`config.mk`:
```
export PLATFORM = sky130hd
export DESIGN_NAME = flash_irq_ctrl
export DESIGN_NICKNAME = d
export VERILOG_FILES = /design/src/rtl/flash_irq_pkg.sv /design/src/rtl/flash_irq_rst_sync.sv /design/src/rtl/flash_irq_regif.sv /design/src/rtl/flash_irq_wm_reg.sv /design/src/rtl/flash_irq_events.sv /design/src/rtl/flash_irq_status.sv /design/src/rtl/flash_irq_ctrl.sv
export SDC_FILE = /design/constraint.sdc
export NUM_CORES = 1
export LEC_CHECK = 0
export BUFFER_PORTS_ARGS = -buffer_cell sky130_fd_sc_hd__buf_2
export CAP_MARGIN = 20
export CORE_ASPECT_RATIO = 0.6
export CORE_UTILIZATION = 48
export CTS_CLUSTER_DIAMETER = 50
export DETAILED_ROUTE_END_ITERATION = 8
export GPL_TIMING_DRIVEN = 0
export PLACE_DENSITY = 0.81
export SLEW_MARGIN = 10
export SYNTH_ARGS = -nofsm -noshare
export SYNTH_HDL_FRONTEND = slang
export SYNTH_HIERARCHICAL = 1
export SYNTH_SLANG_ARGS = --single-unit
```
`constraint.sdc`:
```
create_clock -name clk -period 1.9 [get_ports clk]
set_input_delay 0.285 -clock clk [delete_from_list [all_inputs] [get_ports clk]]
set_output_delay 0.285 -clock clk [all_outputs]
set_load 0.02 [all_outputs]
```
`src/rtl/flash_irq_pkg.sv`:
```
package flash_irq_pkg;

  localparam int unsigned IRQ_W = 7;

  localparam int unsigned BIT_RX_OVF   = 0;
  localparam int unsigned BIT_TX_LOW   = 2;
  localparam int unsigned BIT_TX_FULL  = 3;
  localparam int unsigned BIT_RX_AVAIL = 4;
  localparam int unsigned BIT_RX_FULL  = 5;
  localparam int unsigned BIT_TX_UDF   = 6;

  localparam logic [IRQ_W-1:0] IRQ_DEFINED = 7'b111_1101;

  localparam logic [7:0] OFF_STATUS = 8'h04;
  localparam logic [7:0] OFF_ARM    = 8'h08;
  localparam logic [7:0] OFF_DISARM = 8'h0C;
  localparam logic [7:0] OFF_MASK   = 8'h10;
  localparam logic [7:0] OFF_TX_WM  = 8'h28;
  localparam logic [7:0] OFF_RX_WM  = 8'h2C;

  typedef struct packed {
    logic st_clr;
    logic mask_set;
    logic mask_clr;
    logic tx_wm_wr;
    logic rx_wm_wr;
  } wr_strobe_t;

endpackage

```
`src/rtl/flash_irq_rst_sync.sv`:
```
module flash_irq_rst_sync #(
  parameter int unsigned STAGES = 2
) (
  input  logic clk,
  input  logic rst_n,
  output logic rst_sync_n
);
  logic [STAGES-1:0] sync_q;
  logic [STAGES-1:0] sync_d;

  always_comb begin
    sync_d = {sync_q[STAGES-2:0], 1'b1};
  end

  always_ff @(posedge clk or negedge rst_n) begin
    if (!rst_n) begin
      sync_q <= '0;
    end else begin
      sync_q <= sync_d;
    end
  end

  assign rst_sync_n = sync_q[STAGES-1];
endmodule

```
`src/rtl/flash_irq_regif.sv`:
```
module flash_irq_regif
  import flash_irq_pkg::*;
#(
  parameter int unsigned ADDR_W = 8,
  parameter int unsigned DATA_W = 32,
  parameter int unsigned CNT_W  = 6
) (
  input  logic              wr_en,
  input  logic [ADDR_W-1:0] addr,
  input  logic [IRQ_W-1:0]  status,
  input  logic [IRQ_W-1:0]  mask,
  input  logic [CNT_W-1:0]  tx_wm,
  input  logic [CNT_W-1:0]  rx_wm,
  output wr_strobe_t        strobe,
  output logic [DATA_W-1:0] rdata
);
  logic hit_status, hit_arm, hit_disarm, hit_mask, hit_tx_wm, hit_rx_wm;

  always_comb begin
    hit_status = (addr == ADDR_W'(OFF_STATUS));
    hit_arm    = (addr == ADDR_W'(OFF_ARM));
    hit_disarm = (addr == ADDR_W'(OFF_DISARM));
    hit_mask   = (addr == ADDR_W'(OFF_MASK));
    hit_tx_wm  = (addr == ADDR_W'(OFF_TX_WM));
    hit_rx_wm  = (addr == ADDR_W'(OFF_RX_WM));
  end

  always_comb begin
    strobe.st_clr   = wr_en & hit_status;
    strobe.mask_set = wr_en & hit_arm;
    strobe.mask_clr = wr_en & hit_disarm;
    strobe.tx_wm_wr = wr_en & hit_tx_wm;
    strobe.rx_wm_wr = wr_en & hit_rx_wm;
  end

  // Write-only ports and unmapped offsets read as zero.
  always_comb begin
    rdata = '0;
    if (hit_status) rdata = DATA_W'(status);
    if (hit_mask)   rdata = DATA_W'(mask);
    if (hit_tx_wm)  rdata = DATA_W'(tx_wm);
    if (hit_rx_wm)  rdata = DATA_W'(rx_wm);
  end
endmodule

```
`src/rtl/flash_irq_wm_reg.sv`:
```
module flash_irq_wm_reg #(
  parameter int unsigned CNT_W   = 6,
  parameter int unsigned RST_VAL = 1
) (
  input  logic             clk,
  input  logic             rst_n,
  input  logic             wr_en,
  input  logic [CNT_W-1:0] wr_val,
  output logic [CNT_W-1:0] wm
);
  logic [CNT_W-1:0] wm_q;
  logic [CNT_W-1:0] wm_d;

  always_comb begin
    wm_d = wr_val;
  end

  always_ff @(posedge clk or negedge rst_n) begin
    if (!rst_n) begin
      wm_q <= CNT_W'(RST_VAL);
    end else if (wr_en) begin
      wm_q <= wm_d;
    end
  end

  assign wm = wm_q;
endmodule

```
`src/rtl/flash_irq_events.sv`:
```
module flash_irq_events
  import flash_irq_pkg::*;
#(
  parameter int unsigned FIFO_DEPTH = 63,
  parameter int unsigned CNT_W      = 6
) (
  input  logic [CNT_W-1:0] tx_level,
  input  logic [CNT_W-1:0] rx_level,
  input  logic [CNT_W-1:0] tx_wm,
  input  logic [CNT_W-1:0] rx_wm,
  input  logic             rx_ovf_pulse,
  input  logic             tx_udf_pulse,
  output logic [IRQ_W-1:0] events
);
  localparam logic [CNT_W-1:0] FULL_MARK = CNT_W'(FIFO_DEPTH);

  always_comb begin
    events               = '0;
    events[BIT_RX_OVF]   = rx_ovf_pulse;
    events[BIT_TX_LOW]   = (tx_level < tx_wm);
    events[BIT_TX_FULL]  = (tx_level >= FULL_MARK);
    events[BIT_RX_AVAIL] = (rx_level >= rx_wm);
    events[BIT_RX_FULL]  = (rx_level >= FULL_MARK);
    events[BIT_TX_UDF]   = tx_udf_pulse;
  end
endmodule

```
`src/rtl/flash_irq_status.sv`:
```
module flash_irq_status
  import flash_irq_pkg::*;
(
  input  logic             clk,
  input  logic             rst_n,
  input  logic [IRQ_W-1:0] events,
  input  logic             st_clr,
  input  logic             mask_set,
  input  logic             mask_clr,
  input  logic [IRQ_W-1:0] wbits,
  output logic [IRQ_W-1:0] status,
  output logic [IRQ_W-1:0] mask,
  output logic             irq
);
  logic [IRQ_W-1:0] clr_bits, set_bits, drop_bits;

  always_comb begin
    clr_bits  = st_clr   ? wbits : '0;
    set_bits  = mask_set ? wbits : '0;
    drop_bits = mask_clr ? wbits : '0;
  end

  for (genvar i = 0; i < IRQ_W; i++) begin : g_bit
    if (IRQ_DEFINED[i]) begin : g_live
      logic st_q, st_d, mk_q, mk_d;

      // An arriving event outranks a same-cycle acknowledge.
      always_comb begin
        st_d = events[i] | (st_q & ~clr_bits[i]);
        mk_d = (mk_q | set_bits[i]) & ~drop_bits[i];
      end

      always_ff @(posedge clk or negedge rst_n) begin
        if (!rst_n) begin
          st_q <= 1'b0;
          mk_q <= 1'b0;
        end else begin
          st_q <= st_d;
          mk_q <= mk_d;
        end
      end

      assign status[i] = st_q;
      assign mask[i]   = mk_q;
    end else begin : g_hole
      logic unused_hole;
      assign unused_hole = events[i] ^ clr_bits[i] ^ set_bits[i] ^ drop_bits[i];
      assign status[i]   = 1'b0;
      assign mask[i]     = 1'b0;
    end
  end

  logic irq_q, irq_d;

  always_comb begin
    irq_d = |(status & mask);
  end

  always_ff @(posedge clk or negedge rst_n) begin
    if (!rst_n) begin
      irq_q <= 1'b0;
    end else begin
      irq_q <= irq_d;
    end
  end

  assign irq = irq_q;
endmodule

```
`src/rtl/flash_irq_ctrl.sv`:
```
module flash_irq_ctrl
  import flash_irq_pkg::*;
#(
  parameter int unsigned ADDR_W     = 8,
  parameter int unsigned DATA_W     = 32,
  parameter int unsigned FIFO_DEPTH = 63,
  parameter int unsigned TX_WM_RST  = 1,
  parameter int unsigned RX_WM_RST  = 32,
  localparam int unsigned CNT_W     = $clog2(FIFO_DEPTH + 1)
) (
  input  logic              clk,
  input  logic              rst_n,
  input  logic              reg_wr_en,
  input  logic [ADDR_W-1:0] reg_addr,
  input  logic [DATA_W-1:0] reg_wdata,
  output logic [DATA_W-1:0] reg_rdata,
  input  logic [CNT_W-1:0]  tx_level,
  input  logic [CNT_W-1:0]  rx_level,
  input  logic              rx_ovf_pulse,
  input  logic              tx_udf_pulse,
  output logic              irq
);
  localparam int unsigned USED_W = (CNT_W > IRQ_W) ? CNT_W : IRQ_W;

  logic             rst_sync_n;
  wr_strobe_t       strobe;
  logic [IRQ_W-1:0] status_q, mask_q, events;
  logic [CNT_W-1:0] tx_wm, rx_wm;
  logic             unused_wdata;

  assign unused_wdata = ^reg_wdata[DATA_W-1:USED_W];

  flash_irq_rst_sync #(.STAGES(2)) u_rst (
    .clk       (clk),
    .rst_n     (rst_n),
    .rst_sync_n(rst_sync_n)
  );

  flash_irq_regif #(.ADDR_W(ADDR_W), .DATA_W(DATA_W), .CNT_W(CNT_W)) u_regif (
    .wr_en (reg_wr_en),
    .addr  (reg_addr),
    .status(status_q),
    .mask  (mask_q),
    .tx_wm (tx_wm),
    .rx_wm (rx_wm),
    .strobe(strobe),
    .rdata (reg_rdata)
  );

  flash_irq_wm_reg #(.CNT_W(CNT_W), .RST_VAL(TX_WM_RST)) u_tx_wm (
    .clk   (clk),
    .rst_n (rst_sync_n),
    .wr_en (strobe.tx_wm_wr),
    .wr_val(reg_wdata[CNT_W-1:0]),
    .wm    (tx_wm)
  );

  flash_irq_wm_reg #(.CNT_W(CNT_W), .RST_VAL(RX_WM_RST)) u_rx_wm (
    .clk   (clk),
    .rst_n (rst_sync_n),
    .wr_en (strobe.rx_wm_wr),
    .wr_val(reg_wdata[CNT_W-1:0]),
    .wm    (rx_wm)
  );

  flash_irq_events #(.FIFO_DEPTH(FIFO_DEPTH), .CNT_W(CNT_W)) u_events (
    .tx_level    (tx_level),
    .rx_level    (rx_level),
    .tx_wm       (tx_wm),
    .rx_wm       (rx_wm),
    .rx_ovf_pulse(rx_ovf_pulse),
    .tx_udf_pulse(tx_udf_pulse),
    .events      (events)
  );

  flash_irq_status u_status (
    .clk     (clk),
    .rst_n   (rst_sync_n),
    .events  (events),
    .st_clr  (strobe.st_clr),
    .mask_set(strobe.mask_set),
    .mask_clr(strobe.mask_clr),
    .wbits   (reg_wdata[IRQ_W-1:0]),
    .status  (status_q),
    .mask    (mask_q),
    .irq     (irq)
  );
endmodule

```
==> results.sh, run 1 <==
export IMPL_area_growth_syn_to_layout_pct=27.9
export IMPL_fmax_ghz=0.502
export IMPL_worst_skew_pair_late_latency_ps=270
export IMPL_multiInputGateArea_sq_mm=0.00111
export IMPL_critical_path_data_required_time_ps=1620
export IMPL_clockRootBuffer="clkbuf_8"
export IMPL_period_minus_slack_ps=1990
export IMPL_gp_congestion=0.852
export IMPL_dp_cells=325
export IMPL_critical_path_endpoint_type="primary output"
export IMPL_report_power_total_mw=1.31
export IMPL_cts_buffer_depth=2
export IMPL_synth_cell_area_sq_mm=0.00202
export IMPL_fin_nets=344
export IMPL_grt_antenna_before_repair=0
export IMPL_detail_route_drc_violations=0
export IMPL_grt_use_total_pct=21.2
export IMPL_first_global_vias=1488
export IMPL_timing_worst_setup_path_type="input pin to primary output"
export IMPL_timing_hold_worst_class="register to async pin"
export IMPL_diodes=0
export IMPL_clock_sinks=27
export IMPL_drt_antenna_violating_nets=0
export IMPL_crit_path_start_kind="input pin"
export IMPL_power_density_mw_per_mm2=508
export IMPL_ioPinCount=90
export IMPL_setup_failing_eps_final=8
export IMPL_vdd_drop_max_uv=277
export IMPL_synth_cells=207
export IMPL_cts_tree="done"
export IMPL_clkTransAtPathRegs_ps=90
export IMPL_setup_reg_to_reg_worst_slack_ps=440
export IMPL_stdcell_count=332
export IMPL_outcome="complete, but fails checks"
export IMPL_final_min_period_over_clock_period_pct=105
export IMPL_syn_mean_instance_area_sq_um=9.74
export IMPL_grt_max_degree=26
export IMPL_grt_first_pass_wirelength_mm=7.14
export IMPL_die_area_sq_mm=0.00447
export IMPL_die_y_microns=52.2
export IMPL_drv_max_cap_violation_count=0
export IMPL_crit_reg2reg_capture="u_status/g_bit[4].g_live.st_q$_DFF_PN0_"
export IMPL_whs_ps=124
export IMPL_htree_num_levels=1
export IMPL_detailedRoute_firstIterationViolations=134
export IMPL_clock_skew_ps=2.82
export IMPL_cts_buffers=3
export IMPL_core_area_sq_mm=0.00385
export IMPL_fp_row_count=17
export IMPL_detail_route_first_pass_iterations=4
export IMPL_grt_setup_unrepaired="yes"
export IMPL_crit_fanout=5
export IMPL_start_util_pct=52.4
export IMPL_yosysWarningCount=6
export IMPL_layout_cells_sized_above_1_pct=42.5
export IMPL_grt_overflow_total=0
export IMPL_setup_total_neg_slack_ps=-447
export IMPL_report_final_hold_viol_count=0
export IMPL_routed_wl_mm=4.71
export IMPL_timing_critical_path_arrival_ps=1710
export IMPL_fin_area_sq_mm=0.00258
export IMPL_drt_vias_per_instance=4.89
export IMPL_worstRegToRegCells=5
export IMPL_violations="negative setup slack"
export IMPL_setup_ws_ps=-92.0
export IMPL_seq_area_sq_um=678
export IMPL_filler_cells=295
export IMPL_routed_via_count=1624
export IMPL_hpwl_mm=3.56
export IMPL_placement_io_buffers=36
export IMPL_slew_viol_final=0
export IMPL_wire_per_inst_microns=14.2
export IMPL_die_width_microns=85.7
export IMPL_r2r_start="u_rx_wm/wm[5]$_DFFE_PN1P_"
export IMPL_post_placement_cell_area_sq_mm=0.00236
export IMPL_static_leakage_power_nw=1.21
-- where the power goes --
part | internal (mW) | switching (mW) | total [mW] | leakage, nW
sequential | 0.611 | 0.0327 | 0.643 | 0.336
combinational | 0.162 | 0.175 | 0.338 | 0.854
clock | 0.150 | 0.178 | 0.329 | 0.0228
total | 0.923 | 0.386 | 1.31 | 1.21
-- critical path, cell delays in order --
cell,delay [ps]
buf_6,90
or4_4,540
or3_4,420
o22a_1,210
buf_2,160
-- per-layer routing --
layer	global-route usage [%]	vias up	routed length [microns]
li1	-	799	-
met1	29.9	771	2060
met2	35.6	52	2290
met3	4.09	2	342
met5	0	-	0
met4	1.67	0	12
-- how the worst max path moves through the flow --
stage                start                                      end  slack, ps  depth (start not counted)
4_1_cts        reg_addr[7]                             reg_rdata[5]        -90                          5
3_5_place_dp   reg_addr[7]  u_status/g_bit[4].g_live.mk_q$_DFF_PN0_       -390                          7
2_1_floorplan  reg_addr[7]                u_tx_wm/wm[1]$_DFFE_PN0P_        -20                          6
3_3_place_gp   reg_addr[7]  u_status/g_bit[0].g_live.mk_q$_DFF_PN0_       -320                          7
6_report       reg_addr[7]                             reg_rdata[5]        -90                          5
5_1_grt        reg_addr[7]                             reg_rdata[5]       -110                          5
-- area by class of cell --
type	instances	area share, %
tap	57	2.77
sequential	27	26.3
inverter	13	1.89
buffer	47	13.9
clock buffer	4	1.75
multi-input combinational	145	43.2
timing repair buffer	39	10.2
-- repair_timing --
item,4_1_cts,5_1_grt
hold buffers,1,0
buffers inserted,0,1
endpoints found under the setup margin,19,15
hold endpoints to repair,2,0
pin swaps,1,2
gates resized for setup,17,11
-- metrics by stage --
step	utilization [%]	worst slack [ps]
6_report	66.9	-92.0
5_1_grt	66.9	-115
4_1_cts	64.9	-87.5
3_5_place_dp	61.4	-385
3_3_place_gp	61.4	-321
2_1_floorplan	-	-24.3
-- registers in the layout, summed over array words and instances, names as in the netlist --
register,flops
u_rx_wm/wm,6
u_status/g_bit.g_live.st_q,6
u_tx_wm/wm,6
u_status/g_bit.g_live.mk_q,6
u_rst/sync_q,2
u_status/irq,1
-- placed cells by master (no fill, tap or decap), drive strengths merged --
| master | count |
|---|---|
| nand2b | 2 |
| o221a | 1 |
| clkbuf | 6 |
| or2 | 1 |
| mux2 | 12 |
| dlygate4sd3 | 1 |
| a21oi | 18 |
| nor4b | 1 |
| o22ai | 2 |
| nand3b | 9 |
| o22a | 4 |
| o221ai | 1 |
| dfrtp | 25 |
| inv | 13 |
| nor3 | 5 |
| nand4 | 4 |
| conb | 28 |
| nor2b | 3 |
| a2111oi | 4 |
| nor3b | 1 |
| a21o | 6 |
| nor2 | 9 |
| buf | 83 |
| or4 | 1 |
| or3 | 2 |
| nand2 | 11 |
| a22oi | 6 |
| mux2i | 2 |
| dfstp | 2 |
| ha | 11 |
| nand3 | 1 |
Power figures use the tool's default switching activity.
==> run 2: changes to the inputs <==
Settings changed: CORE_UTILIZATION 48 to 45, PLACE_DENSITY 0.81 to 0.79, SLEW_MARGIN 10 to 20, SYNTH_HIERARCHICAL 1 to default.
==> run 2 against run 1 <==
  * First-iteration DRC count shrank 59%
  * Setup slack gained 22 ps
  * Largest power group unchanged
  * Clock skew grew 1.5 ps
  * Synthesized cell count shrank 15%
  * Count of clock-buffer cells in the layout shrank 1
  * Cell area shrank 8.3%
  * Sequential power is essentially flat
  * The flow still finishes with violations (negative setup slack)
  * Die area shrank 7.1%
  * Flip-flop and latch count is the same
==> results.sh, run 2 <==
export IMPL_setup_total_neg_slack_ps=-453
export IMPL_synth_seq_cells=27
export IMPL_htree_num_levels=1
export IMPL_grt_overflow_total=0
export IMPL_slew_viol_final=0
export IMPL_setup_reg_to_reg_worst_slack_ps=510
export IMPL_fin_util_pct=63.9
export IMPL_postSynth_asyncResetShare_pct=100
export IMPL_diodes=0
export IMPL_cts_buffers=3
export IMPL_routed_wl_mm=4.29
export IMPL_crit_reg2reg_capture="u_status.g_bit[2].g_live.st_q$_DFF_PN0_"
export IMPL_most_common_cell_after_layout_fill_and_taps_aside="buf_2"
export IMPL_static_leakage_power_nw=1.16
export IMPL_setup_failing_eps_final=11
export IMPL_layout_cells_sized_above_1_pct=42.6
export IMPL_gp_congestion=0.809
export IMPL_synth_cells=175
export IMPL_clock_sinks=27
export IMPL_r2r_start="u_tx_wm.wm[4]$_DFFE_PN0P_"
export IMPL_timing_critical_path_to="reg_rdata[5]"
export IMPL_routed_via_count=1439
export IMPL_grt_setup_unrepaired="yes"
export IMPL_grt_max_degree=26
export IMPL_clock_skew_ps=4.36
export IMPL_vdd_drop_max_uv=305
export IMPL_yosysWarningCount=0
export IMPL_worstRegToRegCells=5
export IMPL_critical_path_data_required_time_ps=1620
export IMPL_grt_use_total_pct=22.1
export IMPL_synth_largest_type_area_fraction_pct=35.7
export IMPL_report_final_hold_viol_count=0
export IMPL_die_y_microns=50.3
export IMPL_drv_max_cap_violation_count=0
export IMPL_fp_row_count=17
export IMPL_fin_area_sq_mm=0.00236
export IMPL_crit_start="reg_addr[6]"
export IMPL_detail_route_drc_violations=0
export IMPL_count_of_flip_flops_with_a_built_in_enable_after_synthesis=0
export IMPL_report_power_total_mw=1.26
export IMPL_setup_ws_ps=-69.9
export IMPL_timing_worst_setup_path_type="input pin to primary output"
export IMPL_placement_io_buffers=38
export IMPL_crit_fanout=8
export IMPL_syn_mean_instance_area_sq_um=10.0
export IMPL_detail_route_first_pass_iterations=4
export IMPL_timing_critical_path_arrival_ps=1680
export IMPL_synth_area_leaders="dfrtp_1, buf_4, ha_1, mux2_2, mux2i_1"
export IMPL_post_placement_cell_area_sq_mm=0.00210
export IMPL_final_cell_mix="buf_2, buf_4, conb_1, dfrtp_1, inv_1"
export IMPL_synth_lib_cells_used_distinct=33
export IMPL_timing_hold_worst_class="input pin to register"
export IMPL_synth_largest_area_cell="dfrtp_1"
export IMPL_hpwl_mm=3.07
export IMPL_crit_path_start_kind="input pin"
export IMPL_timing_slew_headroom_pct=61.9
export IMPL_core_area_sq_mm=0.00370
export IMPL_clkTransAtPathRegs_ps=90
export IMPL_cts_tree="done"
export IMPL_power_density_mw_per_mm2=531
export IMPL_start_util_pct=47.3
export IMPL_cts_buffer_depth=2
export IMPL_dp_slack_ps=-453
export IMPL_fmax_ghz=0.508
export IMPL_critical_path_endpoint_type="primary output"
export IMPL_drt_vias_per_instance=4.95
export IMPL_synth_top_cells_by_count="buf_4, dfrtp_1, inv_1, nand2_1"
export IMPL_violations="negative setup slack"
export IMPL_ys_flop_type="dfrtp_1"
export IMPL_clockRootBuffer="clkbuf_8"
export IMPL_area_growth_syn_to_layout_pct=35.0
export IMPL_ioPinCount=90
export IMPL_period_minus_slack_ps=1970
export IMPL_grt_antenna_before_repair=0
export IMPL_die_width_microns=82.5
export IMPL_detailedRoute_firstIterationViolations=55
export IMPL_worst_slew_pin_transition_ps=571
export IMPL_yosysSeqAreaShare_pct=38.7
export IMPL_final_min_period_over_clock_period_pct=104
export IMPL_wire_per_inst_microns=14.8
export IMPL_fin_nets=313
export IMPL_synth_cell_area_sq_mm=0.00175
export IMPL_outcome="complete, but fails checks"
export IMPL_first_global_vias=1359
export IMPL_die_area_sq_mm=0.00415
export IMPL_worst_skew_pair_late_latency_ps=280
export IMPL_drt_antenna_violating_nets=0
export IMPL_grt_first_pass_wirelength_mm=6.62
## run 2: metrics by stage
step | instances | hold WS (ps)
4_1_cts | 291 | 184
3_3_place_gp | 284 | 72.7
2_1_floorplan | 199 | -10.6
3_5_place_dp | 284 | 74.5
6_report | 291 | 182
5_1_grt | 291 | 178
## run 2: power breakdown
group | total, mW | internal (mW) | switching, mW
combinational | 0.277 | 0.128 | 0.149
clock | 0.334 | 0.149 | 0.185
sequential | 0.645 | 0.606 | 0.0383
## run 2: worst min-delay path by stage
stage                  from                                       to  slack (ps)  cells after the start
5_1_grt        rx_ovf_pulse  u_status.g_bit[0].g_live.st_q$_DFF_PN0_         180                      2
6_report       rx_ovf_pulse  u_status.g_bit[0].g_live.st_q$_DFF_PN0_         180                      2
3_5_place_dp          rst_n                u_rst.sync_q[1]$_DFF_PN0_          70                      1
3_3_place_gp          rst_n                u_rst.sync_q[0]$_DFF_PN0_          70                      1
2_1_floorplan         rst_n                u_rst.sync_q[0]$_DFF_PN0_         -10                      0
4_1_cts        rx_ovf_pulse  u_status.g_bit[0].g_live.st_q$_DFF_PN0_         180                      2
## run 2: cell families (layout without fill, tap and decap cells)
family | count (synthesis) | after routing | share of synthesized area [%]
buffers and inverters | 46 | 91 | 15.6
and+or+nand+nor | 37 | 37 | 11.4
AOI/OAI and AO/OA | 28 | 28 | 11.4
DFF | 27 | 27 | 38.7
muxes | 24 | 24 | 14.6
adders and majority gates | 11 | 11 | 7.86
other | 2 | 26 | 0.429
## run 2: what timing repair did
| item | CTS | global route |
|---|---|---|
| hold buffers | 1 | 0 |
| endpoints found under the setup margin | 19 | 14 |
| endpoints found under the hold margin | 2 | 0 |
| resized for setup | 31 | 14 |
| setup buffers | 3 | 0 |
| pin swaps | 8 | 2 |
## run 2: routing by layer
layer	wire [microns]	track usage, %
met5	0	0
met4	27	3.74
met3	329	6.36
met2	2020	35.4
met1	1920	29.9
## run 2: worst max-delay path, cell delays in order
cell and delay, ps:
buf_6 90, or4_4 530, or3_4 350, buf_12 160
o22ai_4 120, buf_6 140
## run 2: final cells by class
type	instances	area (sq um)
Fill cell	312	1340
Multi-Input combinational cell	126	1020
Sequential cell	27	679
Timing Repair Buffer	42	274
Buffer	28	218
Inverter	17	63.8
Tap cell	47	58.8
Clock buffer	3	41.3
Clock inverter	1	7.51
==> run 3: changes to the inputs <==
Settings changed: CELL_PAD_IN_SITES_DETAIL_PLACEMENT from default to 1, CELL_PAD_IN_SITES_GLOBAL_PLACEMENT from default to 1, CORE_UTILIZATION 45 to 33, PLACE_DENSITY 0.79 to default, PLACE_DENSITY_LB_ADDON from default to 0.1, SKIP_LAST_GASP from default to 1.
==> run 3 against run 2 <==
  * The run still ends with negative setup slack left
  * Die area grew 35%
  * Clock power is essentially flat
  * Global-route usage shrank 3.5 points
  * Flip-flop and latch count is the same
  * Wire length grew 8.0%
  * Fmax shrank 0.95%
  * Critical endpoint is now reg_rdata[3]
  * Largest power group unchanged
==> results.sh, run 3 (synthesized netlist as in run 2, its figures left out) <==
export IMPL_die_y_microns=58.4
export IMPL_series_of_cell_instances_along_the_critical_path="buf_6 > or4_4 > or3_4 > buf_12 > o22ai_4 > buf_6"
export IMPL_placement_io_buffers=38
export IMPL_whs_ps=191
export IMPL_grt_use_total_pct=18.6
export IMPL_hpwl_mm=3.47
export IMPL_setup_total_neg_slack_ps=-820
export IMPL_layout_cells_sized_above_1_pct=41.0
export IMPL_period_minus_slack_ps=1990
export IMPL_timing_worst_setup_path_type="input pin to primary output"
export IMPL_violations="negative setup slack"
export IMPL_cts_buffers=3
export IMPL_worst_slew_pin_transition_ps=863
export IMPL_wire_per_inst_microns=15.0
export IMPL_detail_route_first_pass_iterations=4
export IMPL_diodes=0
export IMPL_gp_congestion=0.751
export IMPL_cts_tree="done"
export IMPL_timing_slew_headroom_pct=42.0
export IMPL_timing_hold_worst_class="input pin to register"
export IMPL_clockRootBuffer="clkbuf_8"
export IMPL_r2r_start="u_tx_wm.wm[2]$_DFFE_PN0P_"
export IMPL_drt_vias_per_instance=4.59
export IMPL_critical_path_endpoint_type="primary output"
export IMPL_worst_hold_endpoint="u_status.g_bit[6].g_live.st_q$_DFF_PN0_"
export IMPL_dp_cells=303
export IMPL_clock_sinks=27
export IMPL_stdcell_count=310
export IMPL_worst_skew_pair_late_latency_ps=280
export IMPL_filler_cells=597
export IMPL_most_common_cell_after_layout_fill_and_taps_aside="buf_2"
export IMPL_clkTransAtPathRegs_ps=90
export IMPL_grt_setup_unrepaired="yes"
export IMPL_fin_area_sq_mm=0.00240
export IMPL_detail_route_drc_violations=0
export IMPL_start_util_pct=34.5
export IMPL_crit_reg2reg_capture="u_status.g_bit[2].g_live.st_q$_DFF_PN0_"
export IMPL_detailedRoute_firstIterationViolations=43
export IMPL_crit_path_start_kind="input pin"
export IMPL_die_area_sq_mm=0.00561
export IMPL_crit_path_top_delay_cell="or4_4"
export IMPL_power_density_mw_per_mm2=522
export IMPL_core_area_sq_mm=0.00508
export IMPL_grt_max_degree=26
export IMPL_static_leakage_power_nw=1.16
export IMPL_setup_failing_eps_final=13
export IMPL_first_global_vias=1438
export IMPL_clock_skew_ps=9.50
export IMPL_area_growth_syn_to_layout_pct=36.8
export IMPL_min_delay_start="tx_udf_pulse"
export IMPL_routed_wl_mm=4.64
export IMPL_crit_fanout=8
export IMPL_htree_num_levels=1
export IMPL_cts_buffer_depth=2
export IMPL_report_power_total_mw=1.25
export IMPL_timing_critical_path_arrival_ps=1700
export IMPL_fin_util_pct=47.2
export IMPL_grt_first_pass_wirelength_mm=7.62
export IMPL_setup_ws_ps=-88.9
export IMPL_max_stage_delay_ps=550
export IMPL_holdPathStages=2
export IMPL_post_placement_cell_area_sq_mm=0.00212
export IMPL_outcome="complete, but fails checks"
export IMPL_grt_antenna_before_repair=0
export IMPL_fin_nets=313
export IMPL_grt_overflow_total=0
export IMPL_final_min_period_over_clock_period_pct=105
export IMPL_drv_max_cap_violation_count=0
export IMPL_routed_via_count=1424
export IMPL_slew_viol_final=0
export IMPL_fmax_ghz=0.503
export IMPL_vdd_drop_max_uv=215
export IMPL_ioPinCount=90
export IMPL_worstRegToRegCells=6
export IMPL_die_width_microns=96.1
export IMPL_dp_slack_ps=-472
export IMPL_worst_path_most_repeated_cell="buf_6"
export IMPL_setup_reg_to_reg_worst_slack_ps=470
export IMPL_drt_antenna_violating_nets=0
export IMPL_report_final_hold_viol_count=0
export IMPL_fp_row_count=20
export IMPL_critical_path_data_required_time_ps=1620
export IMPL_final_cell_mix="buf_2, conb_1, buf_4, dfrtp_1, inv_1"
## run 3: cell count changes in the layout (fill, tap and decap cells not counted), sizes merged
cell	before	now
clkinvlp	1	0
buf	68	67
clkbuf	4	6
## run 3: what timing repair did
| item | 4_1_cts | 5_1_grt |
|---|---|---|
| endpoints found under the setup margin | 20 | 21 |
| gates cloned | 0 | 0 |
| hold buffers | 1 | 0 |
| pin swaps | 6 | 2 |
| endpoints found under the hold margin | 2 | 0 |
| gates resized for setup | 39 | 4 |
| buffers inserted | 2 | 1 |
## run 3: layout make-up
type	instances	area [sq um]	area share [%]
Sequential cell	27	679	28.4
Tap cell	66	82.6	3.45
Buffer	28	216	9.03
Timing Repair Buffer	42	287	12.0
Clock buffer	4	45.0	1.88
Multi-Input combinational cell	126	1020	42.7
Inverter	17	63.8	2.66
## run 3: report_power, final
group	total, mW	internal (mW)	switching [mW]
clock	0.332	0.150	0.182
sequential	0.643	0.606	0.0369
combinational	0.275	0.129	0.146
total	1.25	0.885	0.365
## run 3: layer usage
layer	wire, microns	share of wire (%)	track usage (%)	vias to the layer above
met1	2440	53	28.4	686
met4	19	0.41	2.56	0
li1	-	-	-	695
met3	184	4.0	3.88	4
met2	2000	43	27.4	39
met5	0	0	0	-
## run 3: worst max-delay path by stage
stage	startpoint	end	slack, ps	depth (start not counted)
CTS	reg_addr[6]	reg_rdata[3]	-90	6
finish	reg_addr[6]	reg_rdata[3]	-90	6
floorplan	reg_addr[1]	u_tx_wm.wm[1]$_DFFE_PN0P_	-180	5
detailed placement	reg_addr[1]	u_tx_wm.wm[4]$_DFFE_PN0P_	-470	6
global placement	reg_addr[1]	u_status.g_bit[2].g_live.st_q$_DFF_PN0_	-810	5
global route	reg_addr[6]	reg_rdata[2]	-140	6
## run 3: worst max-delay path, delay by kind of cell
kind / cells / cell delay, ps
AO/OA/AOI/OAI: 1 / 110
AND/OR/NAND/NOR: 2 / 910
buffers and inverters: 3 / 400
